File: src/rtl/baud_pkg.sv
package baud_pkg;
   typedef enum logic {
      SRC_CORE = 1'b0,
      SRC_XTAL = 1'b1
   } baud_src_e;

   localparam int unsigned DEF_REG_W    = 32;
   localparam int unsigned DEF_DIV_W    = 23;
   localparam int unsigned DEF_EN_POS   = 23;
   localparam int unsigned DEF_SEL_POS  = 24;
   localparam int unsigned DEF_XTAL_DIV = 3;
   localparam int unsigned DEF_CORE_DIV = 4;
endpackage

File: src/rtl/baud_prescaler.sv
module baud_prescaler #(
   parameter int unsigned RATIO = 4
) (
   input  logic clk,
   input  logic rst_n,
   input  logic clear,
   input  logic adv,
   output logic strobe
);
   if (RATIO < 1) begin : g_bad_ratio
      $error("baud_prescaler: RATIO must be at least 1");
   end

   if (RATIO == 1) begin : g_bypass
      assign strobe = adv && !clear;
   end else begin : g_count
      localparam int unsigned CW = $clog2(RATIO);
      localparam logic [CW-1:0] LAST = CW'(RATIO - 1);
      logic [CW-1:0] cnt;

      assign strobe = adv && !clear && (cnt == LAST);

      always_ff @(posedge clk or negedge rst_n) begin
         if (!rst_n) begin
            cnt <= '0;
         end else if (clear) begin
            cnt <= '0;
         end else if (adv) begin
            cnt <= (cnt == LAST) ? '0 : cnt + CW'(1);
         end
      end

      // the phase count never leaves its range
      p_cnt_range_r3: assert property (@(posedge clk) disable iff (!rst_n)
         cnt <= LAST);
      // without an advance or a clear the phase is held
      p_hold_r4: assert property (@(posedge clk) disable iff (!rst_n)
         (!clear && !adv) |=> $stable(cnt));
      // a clear restarts the phase
      p_clear_r6: assert property (@(posedge clk) disable iff (!rst_n)
         clear |=> (cnt == '0));
   end
endmodule

File: src/rtl/baud_divcnt.sv
module baud_divcnt #(
   parameter int unsigned DIV_W = 23
) (
   input  logic             clk,
   input  logic             rst_n,
   input  logic             clear,
   input  logic             step,
   input  logic [DIV_W-1:0] limit,
   output logic             tick_o
);
   if (DIV_W < 1) begin : g_bad_width
      $error("baud_divcnt: DIV_W must be at least 1");
   end

   logic [DIV_W-1:0] dcnt;

   always_ff @(posedge clk or negedge rst_n) begin
      if (!rst_n) begin
         dcnt   <= '0;
         tick_o <= 1'b0;
      end else if (clear) begin
         dcnt   <= '0;
         tick_o <= 1'b0;
      end else begin
         tick_o <= 1'b0;
         if (step) begin
            if (dcnt == limit) begin
               dcnt   <= '0;
               tick_o <= 1'b1;
            end else begin
               dcnt <= dcnt + DIV_W'(1);
            end
         end
      end
   end

   // the reload count stays at or below the programmed divisor
   p_dcnt_range_r3: assert property (@(posedge clk) disable iff (!rst_n)
      dcnt <= limit);
   // a write empties the counter and suppresses the tick
   p_restart_r6: assert property (@(posedge clk) disable iff (!rst_n)
      clear |=> (dcnt == '0 && !tick_o));
   // with no step the count is held
   p_idle_hold_r4: assert property (@(posedge clk) disable iff (!rst_n)
      (!clear && !step) |=> ($stable(dcnt) && !tick_o));
endmodule

File: src/rtl/baud_tick_gen.sv
module baud_tick_gen
   import baud_pkg::*;
#(
   parameter int unsigned REG_W    = DEF_REG_W,
   parameter int unsigned DIV_W    = DEF_DIV_W,
   parameter int unsigned EN_POS   = DEF_EN_POS,
   parameter int unsigned SEL_POS  = DEF_SEL_POS,
   parameter int unsigned XTAL_DIV = DEF_XTAL_DIV,
   parameter int unsigned CORE_DIV = DEF_CORE_DIV
) (
   input  logic             clk,
   input  logic             rst_n,
   input  logic             xtal_ce,
   input  logic             baud_wr,
   input  logic [REG_W-1:0] baud_wdata,
   output logic             bit_tick
);
   localparam int unsigned NUM_LANES = 2;

   if (DIV_W > EN_POS || EN_POS >= SEL_POS || SEL_POS >= REG_W) begin : g_bad_layout
      $error("baud_tick_gen: divisor, enable and select fields overlap or exceed the word");
   end
   if (XTAL_DIV < 1 || CORE_DIV < 1) begin : g_bad_ratio
      $error("baud_tick_gen: prescale ratios must be at least 1");
   end

   logic [DIV_W-1:0]     div_q;
   logic                 use_q;
   baud_src_e            src_q;
   logic [NUM_LANES-1:0] lane_strb;
   logic                 unit;
   logic                 unused_bits;

   assign unused_bits = ^baud_wdata;

   always_ff @(posedge clk or negedge rst_n) begin
      if (!rst_n) begin
         div_q <= '0;
         use_q <= 1'b0;
         src_q <= SRC_CORE;
      end else if (baud_wr) begin
         div_q <= baud_wdata[DIV_W-1:0];
         use_q <= baud_wdata[EN_POS];
         src_q <= baud_wdata[SEL_POS] ? SRC_XTAL : SRC_CORE;
      end
   end

   for (genvar i = 0; i < NUM_LANES; i++) begin : g_lane
      logic lane_adv;
      if (i == int'(SRC_XTAL)) begin : g_xtal
         assign lane_adv = use_q && (src_q == SRC_XTAL) && xtal_ce;
      end else begin : g_core
         assign lane_adv = use_q && (src_q == SRC_CORE);
      end

      baud_prescaler #(
         .RATIO((i == int'(SRC_XTAL)) ? XTAL_DIV : CORE_DIV)
      ) u_pre (
         .clk   (clk),
         .rst_n (rst_n),
         .clear (baud_wr),
         .adv   (lane_adv),
         .strobe(lane_strb[i])
      );
   end

   assign unit = |lane_strb;

   baud_divcnt #(
      .DIV_W(DIV_W)
   ) u_div (
      .clk   (clk),
      .rst_n (rst_n),
      .clear (baud_wr),
      .step  (unit),
      .limit (div_q),
      .tick_o(bit_tick)
   );

   // at most one prescaler lane fires in a cycle
   p_one_lane_r8: assert property (@(posedge clk) disable iff (!rst_n)
      $onehot0(lane_strb));
   // a disabled divisor yields no tick
   p_quiet_when_off_r5: assert property (@(posedge clk) disable iff (!rst_n)
      !use_q |-> !bit_tick);
   // the cycle after a write carries no tick
   p_write_quiet_r6: assert property (@(posedge clk) disable iff (!rst_n)
      baud_wr |=> !bit_tick);

   if (XTAL_DIV > 1 && CORE_DIV > 1) begin : g_pulse_chk
      // the tick never lasts two cycles
      p_single_pulse_r7: assert property (@(posedge clk) disable iff (!rst_n)
         bit_tick |=> !bit_tick);
   end
endmodule

File: config.mk
export PLATFORM = sky130hd
export DESIGN_NAME = baud_tick_gen
export DESIGN_NICKNAME = d
export VERILOG_FILES = /design/src/rtl/baud_pkg.sv /design/src/rtl/baud_prescaler.sv /design/src/rtl/baud_divcnt.sv /design/src/rtl/baud_tick_gen.sv
export SDC_FILE = /design/constraint.sdc
export NUM_CORES = 1
export LEC_CHECK = 0
export ABC_AREA = 1
export BUFFER_PORTS_ARGS = -buffer_cell sky130_fd_sc_hd__buf_2
export CORE_ASPECT_RATIO = 1.4
export CORE_UTILIZATION = 30
export DETAILED_ROUTE_END_ITERATION = 10
export HOLD_SLACK_MARGIN = 0.06
export PLACE_DENSITY = 0.56
export SYNTH_ARGS = -nofsm -noshare
export SYNTH_HDL_FRONTEND = slang
export SYNTH_SLANG_ARGS = --single-unit
File: constraint.sdc
create_clock -name clk -period 1.34 [get_ports clk]
set_clock_uncertainty 0.05 [all_clocks]
set_input_delay 0.134 -clock clk [delete_from_list [all_inputs] [get_ports clk]]
set_output_delay 0.134 -clock clk [all_outputs]
set_load 0.01 [all_outputs]
==> summary.txt, run 1 <==
Setup path
  • Req. time, crit path: roughly 1500 ps
  • Kind of critical path: reg -> reg
  • Crit-path most repeated cell: nor2_1
  • Worst path slowest cell: dfrtp_1
  • CP Cell Sequence: buf_6 > xor2_1 > nor2_1 > nand2_2 > nor2_4 > nand4_4 > nand2_8 > nor2_1
  • Reg-to-reg setup timing slack: -290 ps
  • CP Launch Type: flip-flop
  • R2R cell count: 8
  • Crit path max fanout: 7
  • Top delay family on crit path: simple AND/OR/NAND/NOR gates
  • Critical Path AT: ~1800 ps
  • Crit. End Element: flip-flop
  • R2R Path Start: u_div.dcnt[1]
  • CP max stage delay: 410 ps
  • FF-to-FF End: u_div.dcnt[3]
  • Buffers plus inverters on the worst setup path: 1

Yosys
  • Biggest area consumer among synthesized cells: dfrtp_1
  • Post-synthesis simple-gate area fraction: 40.95%
  • Mean post-synth cell area: between 7 and 8 um^2
  • Top-area cell type share of the netlist area: 42.35%
  • Post-Synthesis Net Count: 483
  • Synthesized area: ~3100 um^2
  • Largest family of logic cells by synthesized area: simple AND/OR/NAND/NOR gates
  • Post-synthesis mux area share: 0%
  • Post-Syn Instances: approximately 450
  • Adder-Cell Fraction of Synth Area: less than 1%
  • Post-synthesis sequential area ratio: a little over two fifths
  • Synth warn: 0
  • Seq cells post-synth: 53
  • Top post-synthesis cells by area: dfrtp_1 42%, nand2_1 23%, nand3_1 5.6%, inv_1 5.5%, o21ai_0 3.5%
  • Synth cell types: 31
  • XOR/XNOR Fraction of Synth Area: under 10%
  • Post-synthesis compound-gate area fraction: between 4 and 5%

Worst hold path
  • Worst hold path type: in -> reg
  • Hold wc startpoint: baud_wr
  • Min-Delay Path Depth: 5
  • Worst Hold Path EP: use_q

Floorplan
  • Die area: roughly 11,000 um^2
  • Rows: 43
  • Starting Density: 31.30%
  • Die X: between 80 and 90 um
  • Core Region: between 10,000 and 15,000 um^2
  • DIE HEIGHT: 122.9 um
  • I/O Pins: 37

Power
  • Max VDD drop: 0.4440 mV
  • Power per standard cell area: a little under 800 nW/um^2
  • P_leak: ~2.3 nW
  • Power consumption: between 3 and 4 mW

STA
  • Slew margin rel.: 72.88%
  • Final period utilization: 121.9%
  • Final worst path period need: roughly 1600 ps
  • Worst slew pin tran: 406.8 ps
  • Final Hold Fails: 0
  • Slew Limit Fails: 0
  • RSZ-0062 raised after global routing: true
  • Max Clock Freq: 612.1 MHz
  • Final setup vio count: 24
  • Setup ws final: -293.8 ps

Place
  • PortBufs: 29
  • DP Area: 3973 um^2
  • RePlAce Congestion: just under 0.9
  • Dpl ws: -307.3 ps
  • Placed Cells: between 600 and 700
  • Hpwl dp: slightly below 6 mm

Drt
  • Vias: about 3.1k
  • Total detailed-routing wirelength: 8.098 mm
  • Per-cell routed wire length: ~11 um
  • Final ANT Viol Nets: 0
  • Residual DRC: 0
  • DR iter-0 viols: 182
  • Vias per inst: approximately 4.4
  • Initial DRT Pass Iterations: 4

Layout
  • Share of post-route cells with drive strength above 1: roughly 30%
  • Post-layout util: between 40 and 50%
  • Antenna diodes: 0
  • Most frequent cells in the layout: 187 x nand2_1, 75 x buf_4, 51 x dfrtp_1
  • Non-filler cells, final: roughly 700
  • Commonest non-fill, non-tap cell in the layout: nand2_1
  • Fin area: roughly 4500 um^2
  • Nets: just over 600
  • Area grow syn2layout: 44.35%

Clock network
  • Root Buffer: clkbuf_16
  • Sink Count: 53
  • Worst skew pair latency: 300 ps
  • CTS H-tree depth: 2
  • Clk buf depth: 2
  • Worst-path clk slew: approximately 70 ps
  • Clock buffer count from CTS: 5
  • CTS tree: done

GRT
  • Total Routing Usage GR: between 10% and 20%
  • Pin count of the biggest net entering global routing: 54
  • Gr ovfl total: 0
  • Initial antenna violation count: 0
  • First-pass GRT wire length: around 13 mm
  • Vias in the first global route: just over 3k

Status
  • Status: finished, violations left
  • Failing checks: negative setup slack

Run
  • Max_cap viols: 0
## registers in the layout (all words and copies together), names as in the netlist
name                      count
src_q                         1
u_div.tick_o                  1
div_q                        23
u_div.dcnt                   23
use_q                         1
g_lane.u_pre.g_count.cnt      4
## routing by layer
metal	track usage, %	vias to the layer above	wire length [um]
li1	-	1627	-
met1	17.93	1413	3465
met2	29.86	49	4139
met3	2.403	19	196
met4	8.065	0	296
met5	0	-	0
## worst max path at each step
stage                        start             end  cells past startpoint
finish               u_div.dcnt[1]   u_div.dcnt[3]                      8
floorplan            u_div.dcnt[1]  u_div.dcnt[22]                     10
global route         u_div.dcnt[7]   u_div.dcnt[3]                      9
global placement    u_div.dcnt[10]  u_div.dcnt[15]                      7
detailed placement   u_div.dcnt[9]  u_div.dcnt[22]                      9
CTS                 u_div.dcnt[10]   u_div.dcnt[8]                      7
## cell usage after synthesis (all sizes together)
library cell	number
a21oi	1
clkbuf	4
nor3b	1
o21ai	22
nor3	3
nand4	3
nand3b	2
nand3	38
dfrtp	53
nor2	47
o21a	2
ha	2
buf	5
inv	56
clkinv	1
nand2	195
xor2	7
a21o	2
xnor2	1
## kinds of logic after synthesis
logic type	Yosys count
xor+xnor	8
fa+ha+maj	2
simple gates	289
buf+inv	66
flops	53
compound gates	27
## area by class of cell
class,instances,area [um^2]
sequential,53,1329
clock inverter,2,10.01
clock buffer,6,128.9
inverter,57,216.5
tap,135,168.9
timing repair buffer,134,1031
multi-input combinational,327,1637
fill,1055,5487
## through the flow
step / TNS [ps] / hold slack [ps]
final: -5707 / 179.4
after global routing: -7564 / 206.1
after CTS: -5508 / 171.6
after detailed placement: -6188 / 110.9
after global placement: -6036 / 105.1
after floorplan: -278.5 / -211.6
## timing repair
| item | 4_1_cts | 5_1_grt |
|---|---|---|
| resized for setup | 6 | 20 |
| buffers inserted | 2 | 4 |
| hold buffers | 26 | 0 |
| pin swaps | 6 | 13 |
| cloned | 1 | 0 |
| setup endpoints to repair | 24 | 24 |
| hold endpoints to repair | 78 | 0 |
## worst min-delay path: stages
cell and delay (ps):
buf_2 130, inv_4 40, nand2_2 60, buf_4 100
nand2_1 40
## where the power goes
group          leakage, nW  total, mW  internal, mW  switching [mW]
registers            0.690       1.74          1.69          0.0538
clock network       0.0706       1.29         0.689           0.599
logic                 1.55      0.568         0.285           0.282
(Power assumes the default switching activity.)
==> run 2: changes to the inputs <==
--- a/config.mk
+++ b/config.mk
@@ -6,7 +6,7 @@
 export NUM_CORES = 1
 export LEC_CHECK = 0
 export ABC_AREA = 1
-export BUFFER_PORTS_ARGS = -buffer_cell sky130_fd_sc_hd__buf_2
+export BUFFER_PORTS_ARGS = -buffer_cell sky130_fd_sc_hd__buf_4
 export CORE_ASPECT_RATIO = 1.4
 export CORE_UTILIZATION = 30
 export DETAILED_ROUTE_END_ITERATION = 10
==> run 2 against run 1 <==
Compared with the run above:
- largest cell class unchanged
- critical endpoint is now u_div.dcnt[10]
- the run still ends with negative setup slack left
- fmax fell by 1.4%
- utilization rose by 3.3 points
- total power rose by 12%
- first-iteration DRC count fell by 36%
- via count rose by 3.4%
- critical path type unchanged
- worst hold slack got worse by 54 ps
==> summary.txt, run 2 (synthesis results as in run 1) <==
Clock network
  • Clk buf depth: 2
  • Worst-path clk slew: 70 ps
  • Clock buffer count from CTS: 5
  • Sink Count: 53
  • Root Buffer: clkbuf_16
  • Worst skew pair latency: around 300 ps
  • CTS tree: done
  • CTS H-tree depth: 2

Setup path
  • CP max stage delay: 420 ps
  • Crit path max fanout: 7
  • Worst path slowest cell: dfrtp_1
  • Top delay family on crit path: simple AND/OR/NAND/NOR gates
  • CP Cell Sequence: xor2_1 > nor2_1 > nand2_1 > nor2_4 > nand4_4 > nand2_8 > nor2_2
  • Buffers plus inverters on the worst setup path: 0
  • Req. time, crit path: 1480 ps
  • Kind of critical path: reg -> reg
  • Crit. End Element: flip-flop
  • CP Launch Type: flip-flop
  • Critical Path AT: between 1500 and 2000 ps

Power
  • Power per standard cell area: around 830 nW/um^2
  • Max VDD drop: 0.5451 mV
  • P_leak: between 2 and 2.5 nW
  • Power consumption: a little over 4 mW

Drt
  • Residual DRC: 0
  • Initial DRT Pass Iterations: 4
  • Vias: approximately 3.2k
  • Per-cell routed wire length: ~11 um
  • Final ANT Viol Nets: 0
  • Vias per inst: roughly 4.4
  • DR iter-0 viols: roughly 120
  • Total detailed-routing wirelength: 8.332 mm

Layout
  • Fin area: just under 5000 um^2
  • Share of post-route cells with drive strength above 1: about a third
  • Largest registers: div_q (23), u_div.dcnt (23), g_lane.u_pre.g_count.cnt (4)
  • Fillers: between 1k and 1.5k
  • Commonest non-fill, non-tap cell in the layout: nand2_1
  • Antenna diodes: 0
  • Post-layout util: 48.44%
  • Area grow syn2layout: 54.77%
  • Nets: about 630
  • Most frequent cells in the layout: 188 x nand2_1, 116 x buf_4, 51 x dfrtp_1

STA
  • Final setup vio count: 24
  • RSZ-0062 raised after global routing: true
  • Setup TNS: -6061 ps
  • Max Clock Freq: 603.7 MHz
  • Final worst path period need: around 1700 ps
  • Worst slew pin tran: ~290 ps
  • Setup ws final: -316.4 ps
  • Slew margin rel.: between 80 and 90%
  • Final Hold Fails: 0
  • Final period utilization: 123.6%
  • Slew Limit Fails: 0
  • Hold slack: around 130 ps

Place
  • RePlAce Congestion: approximately 0.84
  • DP Area: around 4000 um^2
  • Hpwl dp: between 5 and 6 mm
  • PortBufs: 29

Floorplan
  • Core Region: roughly 10,000 um^2
  • Die X: about 88 um
  • Rows: 43
  • I/O Pins: 37
  • DIE HEIGHT: ~120 um
  • Die area: between 10,000 and 15,000 um^2
  • Starting Density: about 31%

GRT
  • Vias in the first global route: 3,085
  • First-pass GRT wire length: 13.63 mm
  • Initial antenna violation count: 0
  • Total Routing Usage GR: 16.49%
  • Pin count of the biggest net entering global routing: 27
  • Gr ovfl total: 0

Run
  • Max_cap viols: 0

Worst hold path
  • Worst hold path type: in -> reg

Status
  • Status: finished, violations left
  • Failing checks: negative setup slack
## run 2: layout make-up
class	instances	area [um^2]	area share [%]
timing repair buffer	149	1236	25.50
multi-input combinational	328	1707	35.21
tap	135	168.9	3.485
inverter	57	216.5	4.466
clock buffer	5	125.1	2.581
sequential	53	1329	27.41
clock inverter	3	65.06	1.342
## run 2: worst paths after layout
path | startpoint | end | slack [ps] | cells after the start
max | div_q[10] | u_div.dcnt[10] | -320 | 7
min | baud_wr | g_lane[1].u_pre.g_count.cnt[0] | 130 | 4
max reg2reg | div_q[10] | u_div.dcnt[10] | -320 | 7
min reg2reg | div_q[1] | div_q[1] | 450 | 2
max in group asynchronous | rst_n | u_div.dcnt[1] | 600 | 3
min in group asynchronous | rst_n | div_q[11] | 200 | 2
## run 2: routing by layer
layer	GRT usage [%]	share of wire, %	vias to the layer above
met4	6.452	2.3	0
met5	0	0	-
met3	2.603	2.1	11
li1	-	-	1663
met1	19.40	42	1500
met2	29.57	53	39
## run 2: worst min-delay path, cell delays in order
cell     delay, ps
buf_4          120
nor2_4          50
nand3_1         50
o21ai_0         70
## run 2: stage by stage
stage               setup WS, ps  instances
global placement          -244.1        677
finish                    -316.4        730
floorplan                 -36.59        445
CTS                       -224.2        716
global route              -361.9        730
detailed placement        -252.7        677
## run 2: power by group
part           total, mW  internal [mW]  switching, mW
clock network       1.69           1.07          0.623
logic              0.594          0.307          0.287
registers           1.74           1.69         0.0530
total               4.03           3.06          0.963
## run 2: what timing repair did
item | in CTS | in global routing
gates resized for setup | 13 | 31
endpoints found under the setup margin | 24 | 24
cloned | 1 | 1
pin swaps | 6 | 14
setup buffers | 4 | 13
hold buffers | 26 | 0
hold endpoints to repair | 78 | 0
